## config.mk

```make
export PLATFORM = sky130hd
export DESIGN_NAME = ssp_shift_port
export DESIGN_NICKNAME = d
export VERILOG_FILES = /design/src/rtl/ssp_pkg.sv /design/src/rtl/ssp_ctrl_regs.sv /design/src/rtl/ssp_bit_timer.sv /design/src/rtl/ssp_shift_core.sv /design/src/rtl/ssp_shift_port.sv
export SDC_FILE = /design/constraint.sdc
export NUM_CORES = 1
export LEC_CHECK = 0
export ABC_AREA = 1
export CAP_MARGIN = 20
export CELL_PAD_IN_SITES_DETAIL_PLACEMENT = 2
export CELL_PAD_IN_SITES_GLOBAL_PLACEMENT = 2
export CORE_ASPECT_RATIO = 2
export CORE_MARGIN = 3
export CORE_UTILIZATION = 29
export DETAILED_ROUTE_END_ITERATION = 7
export GPL_ROUTABILITY_DRIVEN = 0
export PLACE_DENSITY_LB_ADDON = 0.2
export SLEW_MARGIN = 0
export SYNTH_ARGS = -nofsm -noshare
export SYNTH_HDL_FRONTEND = slang
export SYNTH_SLANG_ARGS = --single-unit
export TNS_END_PERCENT = 50
```

## constraint.sdc

```tcl
create_clock -name clk -period 2 [get_ports clk]
set_input_delay 0.2 -clock clk [delete_from_list [all_inputs] [get_ports clk]]
set_output_delay 0.2 -clock clk [all_outputs]
set_load 0.1 [all_outputs]
```

## src/rtl/ssp_pkg.sv

```systemverilog
package ssp_pkg;
  typedef enum logic [1:0] {
    ENG_IDLE = 2'd0,
    ENG_TX   = 2'd1,
    ENG_RX   = 2'd2
  } eng_state_e;

  typedef struct packed {
    logic [1:0] mode;
    logic       fast;
    logic       rx_en;
  } ctrl_reg_t;
endpackage

```

## src/rtl/ssp_ctrl_regs.sv

```systemverilog
module ssp_ctrl_regs
  import ssp_pkg::*;
(
  input  logic       clk,
  input  logic       rst,
  input  logic       wr_en,
  input  logic [3:0] wr_data,
  output logic [3:0] rd_data,
  output logic       mode_ok,
  output logic       fast_q,
  output logic       rx_req,
  output logic       rx_req_fast
);
  ctrl_reg_t reg_q;
  ctrl_reg_t wr_view;

  assign wr_view = ctrl_reg_t'(wr_data);

  always_ff @(posedge clk) begin
    if (rst) begin
      reg_q <= '0;
    end else if (wr_en) begin
      reg_q <= wr_view;
    end
  end

  assign rd_data     = reg_q;
  assign mode_ok     = (reg_q.mode == 2'b00);
  assign fast_q      = reg_q.fast;
  // a receive is requested by the write itself, judged on the written value
  assign rx_req      = wr_en && wr_view.rx_en && (wr_view.mode == 2'b00);
  assign rx_req_fast = wr_view.fast;
endmodule

```

## src/rtl/ssp_bit_timer.sv

```systemverilog
module ssp_bit_timer #(
  parameter int SLOW_DIV = 12,
  parameter int FAST_DIV = 4,
  parameter int DW       = $clog2(SLOW_DIV + 1)
) (
  input  logic clk,
  input  logic rst,
  input  logic start,
  input  logic fast_sel,
  input  logic run,
  output logic sample_now,
  output logic bit_end,
  output logic low_half
);
  localparam logic [DW-1:0] SLOW_V = DW'(SLOW_DIV);
  localparam logic [DW-1:0] FAST_V = DW'(FAST_DIV);

  logic [DW-1:0] div_q;
  logic [DW-1:0] phase_q;
  logic [DW-1:0] half;
  logic [DW-1:0] last;

  assign half = div_q >> 1;
  assign last = div_q - DW'(1);

  always_ff @(posedge clk) begin
    if (rst) begin
      div_q   <= SLOW_V;
      phase_q <= '0;
    end else if (start) begin
      div_q   <= fast_sel ? FAST_V : SLOW_V;
      phase_q <= '0;
    end else if (run) begin
      phase_q <= (phase_q == last) ? '0 : phase_q + DW'(1);
    end
  end

  assign low_half   = phase_q < half;
  assign sample_now = run && (phase_q == half);
  assign bit_end    = run && (phase_q == last);
endmodule

```

## src/rtl/ssp_shift_core.sv

```systemverilog
module ssp_shift_core
  import ssp_pkg::*;
#(
  parameter int DATA_W = 8,
  parameter int BW     = $clog2(DATA_W)
) (
  input  logic              clk,
  input  logic              rst,
  input  logic              tx_go,
  input  logic              rx_go,
  input  logic [DATA_W-1:0] tx_byte,
  input  logic              sd_in,
  input  logic              sample_now,
  input  logic              bit_end,
  input  logic              tx_clr,
  input  logic              rx_clr,
  output eng_state_e        state,
  output logic              line_bit,
  output logic [DATA_W-1:0] rx_buf,
  output logic              tx_flag,
  output logic              rx_flag
);
  localparam logic [BW-1:0] LAST_BIT = BW'(DATA_W - 1);

  eng_state_e        state_q;
  logic [BW-1:0]     bit_q;
  logic [DATA_W-1:0] sh_q;
  logic              frame_end;
  logic              tx_set;
  logic              rx_set;

  assign frame_end = bit_end && (bit_q == LAST_BIT);
  assign tx_set    = frame_end && (state_q == ENG_TX);
  assign rx_set    = frame_end && (state_q == ENG_RX);

  always_ff @(posedge clk) begin
    if (rst) begin
      state_q <= ENG_IDLE;
      bit_q   <= '0;
      sh_q    <= '0;
      rx_buf  <= '0;
    end else begin
      unique case (state_q)
        ENG_IDLE: begin
          bit_q <= '0;
          if (tx_go) begin
            state_q <= ENG_TX;
            sh_q    <= tx_byte;
          end else if (rx_go) begin
            state_q <= ENG_RX;
          end
        end
        ENG_TX: begin
          if (bit_end) begin
            sh_q  <= sh_q >> 1;
            bit_q <= bit_q + BW'(1);
            if (frame_end) state_q <= ENG_IDLE;
          end
        end
        ENG_RX: begin
          if (sample_now) sh_q <= {sd_in, sh_q[DATA_W-1:1]};
          if (bit_end) begin
            bit_q <= bit_q + BW'(1);
            if (frame_end) begin
              state_q <= ENG_IDLE;
              rx_buf  <= sh_q;
            end
          end
        end
        default: state_q <= ENG_IDLE;
      endcase
    end
  end

  always_ff @(posedge clk) begin
    if (rst) begin
      tx_flag <= 1'b0;
      rx_flag <= 1'b0;
    end else begin
      if (tx_set)      tx_flag <= 1'b1;
      else if (tx_clr) tx_flag <= 1'b0;
      if (rx_set)      rx_flag <= 1'b1;
      else if (rx_clr) rx_flag <= 1'b0;
    end
  end

  assign state    = state_q;
  assign line_bit = sh_q[0];
endmodule

```

## src/rtl/ssp_shift_port.sv

```systemverilog
module ssp_shift_port
  import ssp_pkg::*;
#(
  parameter int DATA_W   = 8,
  parameter int SLOW_DIV = 12,
  parameter int FAST_DIV = 4
) (
  input  logic              clk,
  input  logic              rst,
  input  logic              ctrl_we,
  input  logic [3:0]        ctrl_wdata,
  output logic [3:0]        ctrl_rdata,
  input  logic              tx_we,
  input  logic [DATA_W-1:0] tx_data,
  output logic [DATA_W-1:0] rx_data,
  output logic              tx_flag,
  output logic              rx_flag,
  input  logic              tx_flag_clr,
  input  logic              rx_flag_clr,
  input  logic              sd_in,
  output logic              sd_out,
  output logic              sd_oe,
  output logic              sclk
);
  localparam int DW = $clog2(SLOW_DIV + 1);

  logic       mode_ok, fast_q, rx_req, rx_req_fast;
  logic       sample_now, bit_end, low_half;
  logic       tx_go, rx_go, eng_busy, line_bit;
  eng_state_e state;

  ssp_ctrl_regs u_ctrl (
    .clk(clk), .rst(rst), .wr_en(ctrl_we), .wr_data(ctrl_wdata),
    .rd_data(ctrl_rdata), .mode_ok(mode_ok), .fast_q(fast_q),
    .rx_req(rx_req), .rx_req_fast(rx_req_fast)
  );

  assign eng_busy = (state != ENG_IDLE);
  assign tx_go    = !eng_busy && tx_we && mode_ok;
  assign rx_go    = !eng_busy && rx_req && !rx_flag && !tx_go;

  ssp_bit_timer #(.SLOW_DIV(SLOW_DIV), .FAST_DIV(FAST_DIV), .DW(DW)) u_timer (
    .clk(clk), .rst(rst), .start(tx_go || rx_go),
    .fast_sel(tx_go ? fast_q : rx_req_fast), .run(eng_busy),
    .sample_now(sample_now), .bit_end(bit_end), .low_half(low_half)
  );

  ssp_shift_core #(.DATA_W(DATA_W)) u_core (
    .clk(clk), .rst(rst), .tx_go(tx_go), .rx_go(rx_go), .tx_byte(tx_data),
    .sd_in(sd_in), .sample_now(sample_now), .bit_end(bit_end),
    .tx_clr(tx_flag_clr), .rx_clr(rx_flag_clr), .state(state),
    .line_bit(line_bit), .rx_buf(rx_data), .tx_flag(tx_flag), .rx_flag(rx_flag)
  );

  assign sd_oe  = (state == ENG_TX);
  assign sd_out = sd_oe ? line_bit : 1'b1;
  assign sclk   = !eng_busy || !low_half;
endmodule

```

==> flow_summary.json, run 1 <==
{
  "crit_path_max_fanout": 4,
  "nFillCells": 662,
  "grt_antenna_before_repair": 0,
  "reg2reg_depth": 9,
  "seq_area_frac_synth_pct": 37.8,
  "endpoint_kind": "primary output",
  "num_rows": 38,
  "r2r-start": "u_core.state[0]",
  "rsz0062_at_grt": "no",
  "startpoint_type": "register",
  "synth-edff-count": 0,
  "p_leak_uw": 0.000923,
  "synth_cells": 214,
  "drv_slew": 0,
  "tritoncts": "built",
  "r2r_end": "u_core.sh_q[0]",
  "synthFlopType": "dfxtp_1",
  "io_buffers": 35,
  "path_class": "reg -> out",
  "die_w_um": 60.1,
  "max_slew_margin_pct": 73.2,
  "cpPeakStageDelay_ps": 460,
  "root_buffer": "clkbuf_8",
  "regArea_um2": 642,
  "start_util_pct": 30.5,
  "ir_worst_vdd_mv": 0.884,
  "async_flop_share_pct": 0,
  "num_vias": 1588,
  "r2r_setup_slack_ps": 200,
  "fmax_mhz": 523,
  "synth-seq-cells": 32,
  "cp_slowest_cell": "a2111o_1",
  "cts.htree.levels": 2,
  "syn_area_um2": 1700,
  "grt_max_degree": 23,
  "fin_worst_skew_ps": 5.01,
  "area_delta_synth_final_pct": 29.2,
  "cts_buffers": 5,
  "die_h_um": 114,
  "grt_first_pass_wirelength_um": 8850,
  "grt_usage_pct": 17.4,
  "crit_chain": "inv_1 > ha_1 > a2111o_1 > buf_12",
  "multiInputGateArea_um2": 891,
  "timing.final.crit_share_pct": 95.6,
  "ant_nets": 0,
  "syn-num-nets": 243,
  "fp.coreArea_um2": 5560,
  "pin_count": 36,
  "finalCriticalPeriod_ps": 1910,
  "pre_cts_ws_ps": 184,
  "synth.avg_cell_area_um2": 7.93,
  "drtPass1Iterations": 2,
  "power_uw": 2740,
  "synth.top_cell.area_share_pct": 37.8,
  "crit_required_ps": 1800,
  "clk_pin_slew_worst_paths_ps": 70,
  "wire_per_inst_um": 16.3,
  "clk_path_buf_depth": 2,
  "cp.arrival_ps": 1710,
  "vias_per_cell": 5.04,
  "tightest_slew_ps": 398,
  "yosys.area.top_type": "dfxtp_1",
  "status": "finished clean",
  "synth_cell_types": 31,
  "setup_viol": 0,
  "grt_pass1_vias": 1784,
  "setup_slack_ps": 87.1,
  "worstSetupStartpoint": "u_timer.div_q[3]",
  "wl_um": 5140,
  "p_per_area_nw_per_um2": 1250,
  "yosys-top-cells-area": "dfxtp_1 38%, ha_1 7.4%, nand2_1 7.3%, a21oi_1 6.2%, inv_1 5.3%",
  "ys_warn_count": 0,
  "finalHoldViolations": 0,
  "crit_end": "sclk",
  "overflow": 0,
  "drive_gt1_share_pct": 20.8,
  "hpwl_um": 4020,
  "antenna_cells": 0,
  "min_path_type": "reg -> reg",
  "post_cts_buffers": 0,
  "die-area_um2": 6860,
  "finalCoreUtilization_pct": 39.4,
  "clk_latency_ps": 290,
  "max_cap_viol_count": 0,
  "holdBufCountCts": 0,
  "final_net_count": 284,
  "cts.sinks": 32,
  "setup_tns_ps": 0,
  "initialDrtViolationCount": 34,
  "drc_errors": 0
}
critical path, delay by kind of cell, from the launching register on:
kind	cells	cell delay (ps)
buffers and inverters	2	300
adder cells (fa/ha/maj)	1	310
flip-flops	1	360
AO/OA/AOI/OAI	1	460
logic make-up (layout without fill, tap and decap cells):
| logic type | count (synthesis) | count (layout) | synth area share (%) |
|---|---|---|---|
| adders and majority gates | 10 | 10 | 7.37 |
| buffers and inverters | 34 | 75 | 10.2 |
| xor gates and xnor gates | 1 | 1 | 0.516 |
| DFF | 32 | 32 | 37.8 |
| and+or+nand+nor | 84 | 84 | 24.6 |
| AOI/OAI and AO/OA | 53 | 53 | 19.5 |
registers in the layout (all words and copies together) (netlist names):
signal	count
u_timer.div_q	1
u_core.sh_q	8
u_timer.phase_q	4
u_ctrl.rd_data	3
u_core.tx_flag	1
u_core.bit_q	3
u_core.rx_buf	8
u_ctrl.fast_q	1
u_core.rx_flag	1
u_core.state	2
stage by stage:
stage | hold WS [ps] | instances | area [um^2]
finish | 452 | 315 | 2190
global route | 483 | 315 | 2190
CTS | 457 | 315 | 2190
detailed placement | 443 | 308 | 2110
global placement | 434 | 308 | 2110
floorplan | 294 | 214 | 1700
synth_stat cells (2+ instances only):
library cell	instances
nor2_1	23
nand2_1	33
a21oi_2	6
inv_2	3
nand3_4	2
nand2_2	2
a22oi_1	7
inv_1	24
o211ai_1	2
ha_1	10
dfxtp_1	32
a21oi_1	21
nor3_1	5
nand3_1	13
nor2_4	2
o21ai_0	13
buf_12	2
timing repair:
item	in CTS	in global routing
setup endpoints to repair	1	5
gates resized for setup	1	2
pin swaps	0	0
final cells by class:
type / instances / area share (%)
well taps: 60 / 3.42
flip-flops and latches: 32 / 29.3
multi-input cells: 148 / 40.6
clock buffers: 6 / 3.31
repair buffers: 41 / 18.4
inverters: 27 / 4.74
clock inverters: 1 / 0.228
layout by cell type, fill, tap and decap left out:
cell type        netlist  final
nand2_1               33     32
dfxtp_1               32     31
inv_1                 24     24
nor2_1                23     23
a21oi_1               21     21
buf_4                  1     19
clkdlybuf4s50_1        0     18
nand3_1               13     13
o21ai_0               13     13
ha_1                  10      8
a22oi_1                7      7
a21oi_2                6      6
nor3_1                 5      5
clkbuf_8               0      5
buf_12                 2      4
nand2_2                2      3
inv_2                  3      2
nor2_4                 2      2
nand3_4                2      2
o211ai_1               2      2
ha_2                   0      2
a2111o_1               1      1
nand4_1                1      1
nand3_2                1      1
o21ai_1                1      1
inv_4                  0      1
xor2_1                 1      1
o21a_2                 1      1
nand2_4                1      1
nor2_8                 1      1
o21ai_4                1      1
clkbuf_1               1      1
clkinv_2               0      1
dfxtp_2                0      1
power by group:
group	total, uW	internal [uW]	switching [uW]
clock	494	237	257
combinational	1400	504	894
sequential	851	746	105
worst min path at each step:
stage,startpoint,slack (ps),endpoint,depth (start not counted)
CTS,u_core.rx_buf[5],460,u_core.rx_buf[5],2
global placement,u_core.rx_buf[2],430,u_core.rx_buf[2],2
floorplan,ctrl_we,290,u_ctrl.fast_q,1
finish,u_core.rx_buf[5],450,u_core.rx_buf[5],2
global route,u_core.rx_buf[2],480,u_core.rx_buf[2],2
detailed placement,u_core.rx_buf[3],440,u_core.rx_buf[3],2
routing by layer:
metal | share of wire (%) | track usage, % | vias to the layer above
met5 | 0 | 0 | -
met2 | 57 | 32.6 | 28
met3 | 2.3 | 2.82 | 11
met4 | 3.5 | 8.43 | 0
met1 | 37 | 17.6 | 766
li1 | - | - | 783
Note: power is estimated with default switching activity, not from simulation.
==> run 2, diff against run 1 <==
--- a/config.mk
+++ b/config.mk
@@ -9,7 +9,6 @@
 export CAP_MARGIN = 20
 export CELL_PAD_IN_SITES_DETAIL_PLACEMENT = 2
 export CELL_PAD_IN_SITES_GLOBAL_PLACEMENT = 2
-export CORE_ASPECT_RATIO = 2
 export CORE_MARGIN = 3
 export CORE_UTILIZATION = 29
 export DETAILED_ROUTE_END_ITERATION = 7
==> run 2 against run 1 <==
  * First-iteration DRC count increased by 47%
  * Sequential power decreased by 0.6%
  * Core utilization increased by 1.1 points
  * Count of clock-buffer cells in the layout is 1 higher
  * Combinational power about the same
  * Global-route usage is 1.3 points lower
  * Sequential cell count stayed put
  * Die area is 0.81% lower
  * Critical endpoint unchanged
  * Highest routed layer unchanged
==> flow_summary.json, run 2 (synthesis results as in run 1) <==
{
  "die_h_um": 82.5,
  "area_delta_synth_final_pct": 33.2,
  "num_vias": 1544,
  "endpoint_kind": "primary output",
  "tightest_slew_ps": 464,
  "setup_tns_ps": 0,
  "final_cell_mix": "32 x nand2_1, 32 x dfxtp_1, 24 x inv_1",
  "drc_errors": 0,
  "final_net_count": 284,
  "fmax_mhz": 523,
  "drive_gt1_share_pct": 21.5,
  "min_path_type": "reg -> reg",
  "cts.htree.levels": 2,
  "drtPass1Iterations": 4,
  "clk_latency_ps": 290,
  "path_class": "reg -> out",
  "power_uw": 2950,
  "fp.coreArea_um2": 5570,
  "p_leak_uw": 0.000944,
  "antenna_cells": 0,
  "drv_slew": 0,
  "clk_pin_slew_worst_paths_ps": 70,
  "worstSetupStartpoint": "u_timer.div_q[3]",
  "met1_length_um": 2440,
  "setup_viol": 0,
  "cts_buffers": 5,
  "hold_start": "u_core.rx_buf[5]",
  "cp.arrival_ps": 1710,
  "regArea_um2": 641,
  "max_cap_viol_count": 0,
  "p_clk_share_pct": 23.4,
  "top_layer": "met4",
  "fin_worst_skew_ps": 7.93,
  "tritoncts": "built",
  "io_buffers": 35,
  "nFillCells": 668,
  "start_util_pct": 30.4,
  "startpoint_type": "register",
  "pin_count": 36,
  "p_comb_share_pct": 47.9,
  "die_w_um": 82.5,
  "grt_first_pass_wirelength_um": 8320,
  "finalCriticalPeriod_ps": 1910,
  "grt_max_degree": 18,
  "p_switching_uw": 1260,
  "hpwl_um": 3790,
  "overflow": 0,
  "p_per_area_nw_per_um2": 1300,
  "ant_nets": 0,
  "die-area_um2": 6800,
  "crit_required_ps": 1800,
  "finalCoreUtilization_pct": 40.5,
  "root_buffer": "clkbuf_8",
  "max_slew_margin_pct": 68.9,
  "ir_worst_vdd_mv": 0.471,
  "p_seq_share_pct": 28.7,
  "dr_wl_met3_um": 162,
  "clk_path_buf_depth": 2,
  "multiInputGateArea_um2": 898,
  "largestRegisters": "u_core.rx_buf x8, u_core.sh_q x8, u_timer.phase_q x4",
  "cts.sinks": 32,
  "r2r-start": "u_timer.phase_q[0]",
  "vias_per_cell": 4.71,
  "timing.final.crit_share_pct": 95.5,
  "num_rows": 27,
  "initialDrtViolationCount": 50,
  "sw_frac_of_total_pct": 42.8,
  "power.internal_uw": 1680,
  "grt_usage_pct": 16.1,
  "wl_met2_um": 2360,
  "wl_um": 5010,
  "grt_antenna_before_repair": 0,
  "finalHoldViolations": 0,
  "holdBufCountCts": 0,
  "grt_pass1_vias": 1605,
  "rsz0062_at_grt": "no",
  "crit_path_max_fanout": 4,
  "post_cts_buffers": 0,
  "status": "finished clean",
  "wire_per_inst_um": 15.3
}
[run 2: changes by cell type in the layout (fill, tap and decap cells not counted)]
cell       before  now
nor2_1         23   22
nor2_4          2    3
inv_2           2    3
bufinv_16       0    1
clkbuf_8        5    7
inv_4           1    0
clkinv_2        1    0
clkbuf_1        1    0
dfxtp_2         1    0
dfxtp_1        31   32
[run 2: what timing repair did]
item / in CTS / in global routing
resized for setup: 1 / 2
pin swaps: 0 / 0
setup endpoints to repair: 1 / 3
[run 2: worst max-delay path, stage by stage (launching register included)]
cell and delay [ps]:
dfxtp_1 360, inv_1 110, ha_1 300, a2111o_1 460, buf_12 190
[run 2: metal layers]
metal	track usage, %	vias to the layer above
met5	0	-
met4	3.92	0
met3	3.04	6
met2	26.1	25
met1	22.0	723
li1	-	790
[run 2: power groups by stage]
stage               Combinational, uW  Sequential (uW)  Clock [uW]
global placement                 1360              858           0
detailed placement               1390              861           0
floorplan                        1050              855           0
finish                           1410              846         689
global route                     1560              862         729
CTS                              1410              848         714
[run 2: final cells by class]
type,instances,share of cell area [%]
clock buffers,7,4.26
clock inverters,1,1.33
inverters,27,4.49
multi-input cells,148,39.8
flip-flops and latches,32,28.3
well taps,72,3.99
repair buffers,41,17.8
[run 2: path summary, 6_finish.rpt]
path / cells past startpoint / to / slack (ps)
setup / recovery: 4 / sclk / 90
hold / removal: 2 / u_core.rx_buf[5] / 450
setup reg to reg: 8 / u_core.sh_q[4] / 210
hold reg to reg: 2 / u_core.rx_buf[5] / 450
[run 2: through the flow]
step                cell area (um^2)  worst slack, ps  instances  hold WS (ps)
floorplan                       1700              182        214           294
global placement                2120             81.9        320           436
detailed placement              2120             59.8        320           443
CTS                             2250             6.73        328           453
global route                    2260             7.69        328           470
finish                          2260             89.2        328           446
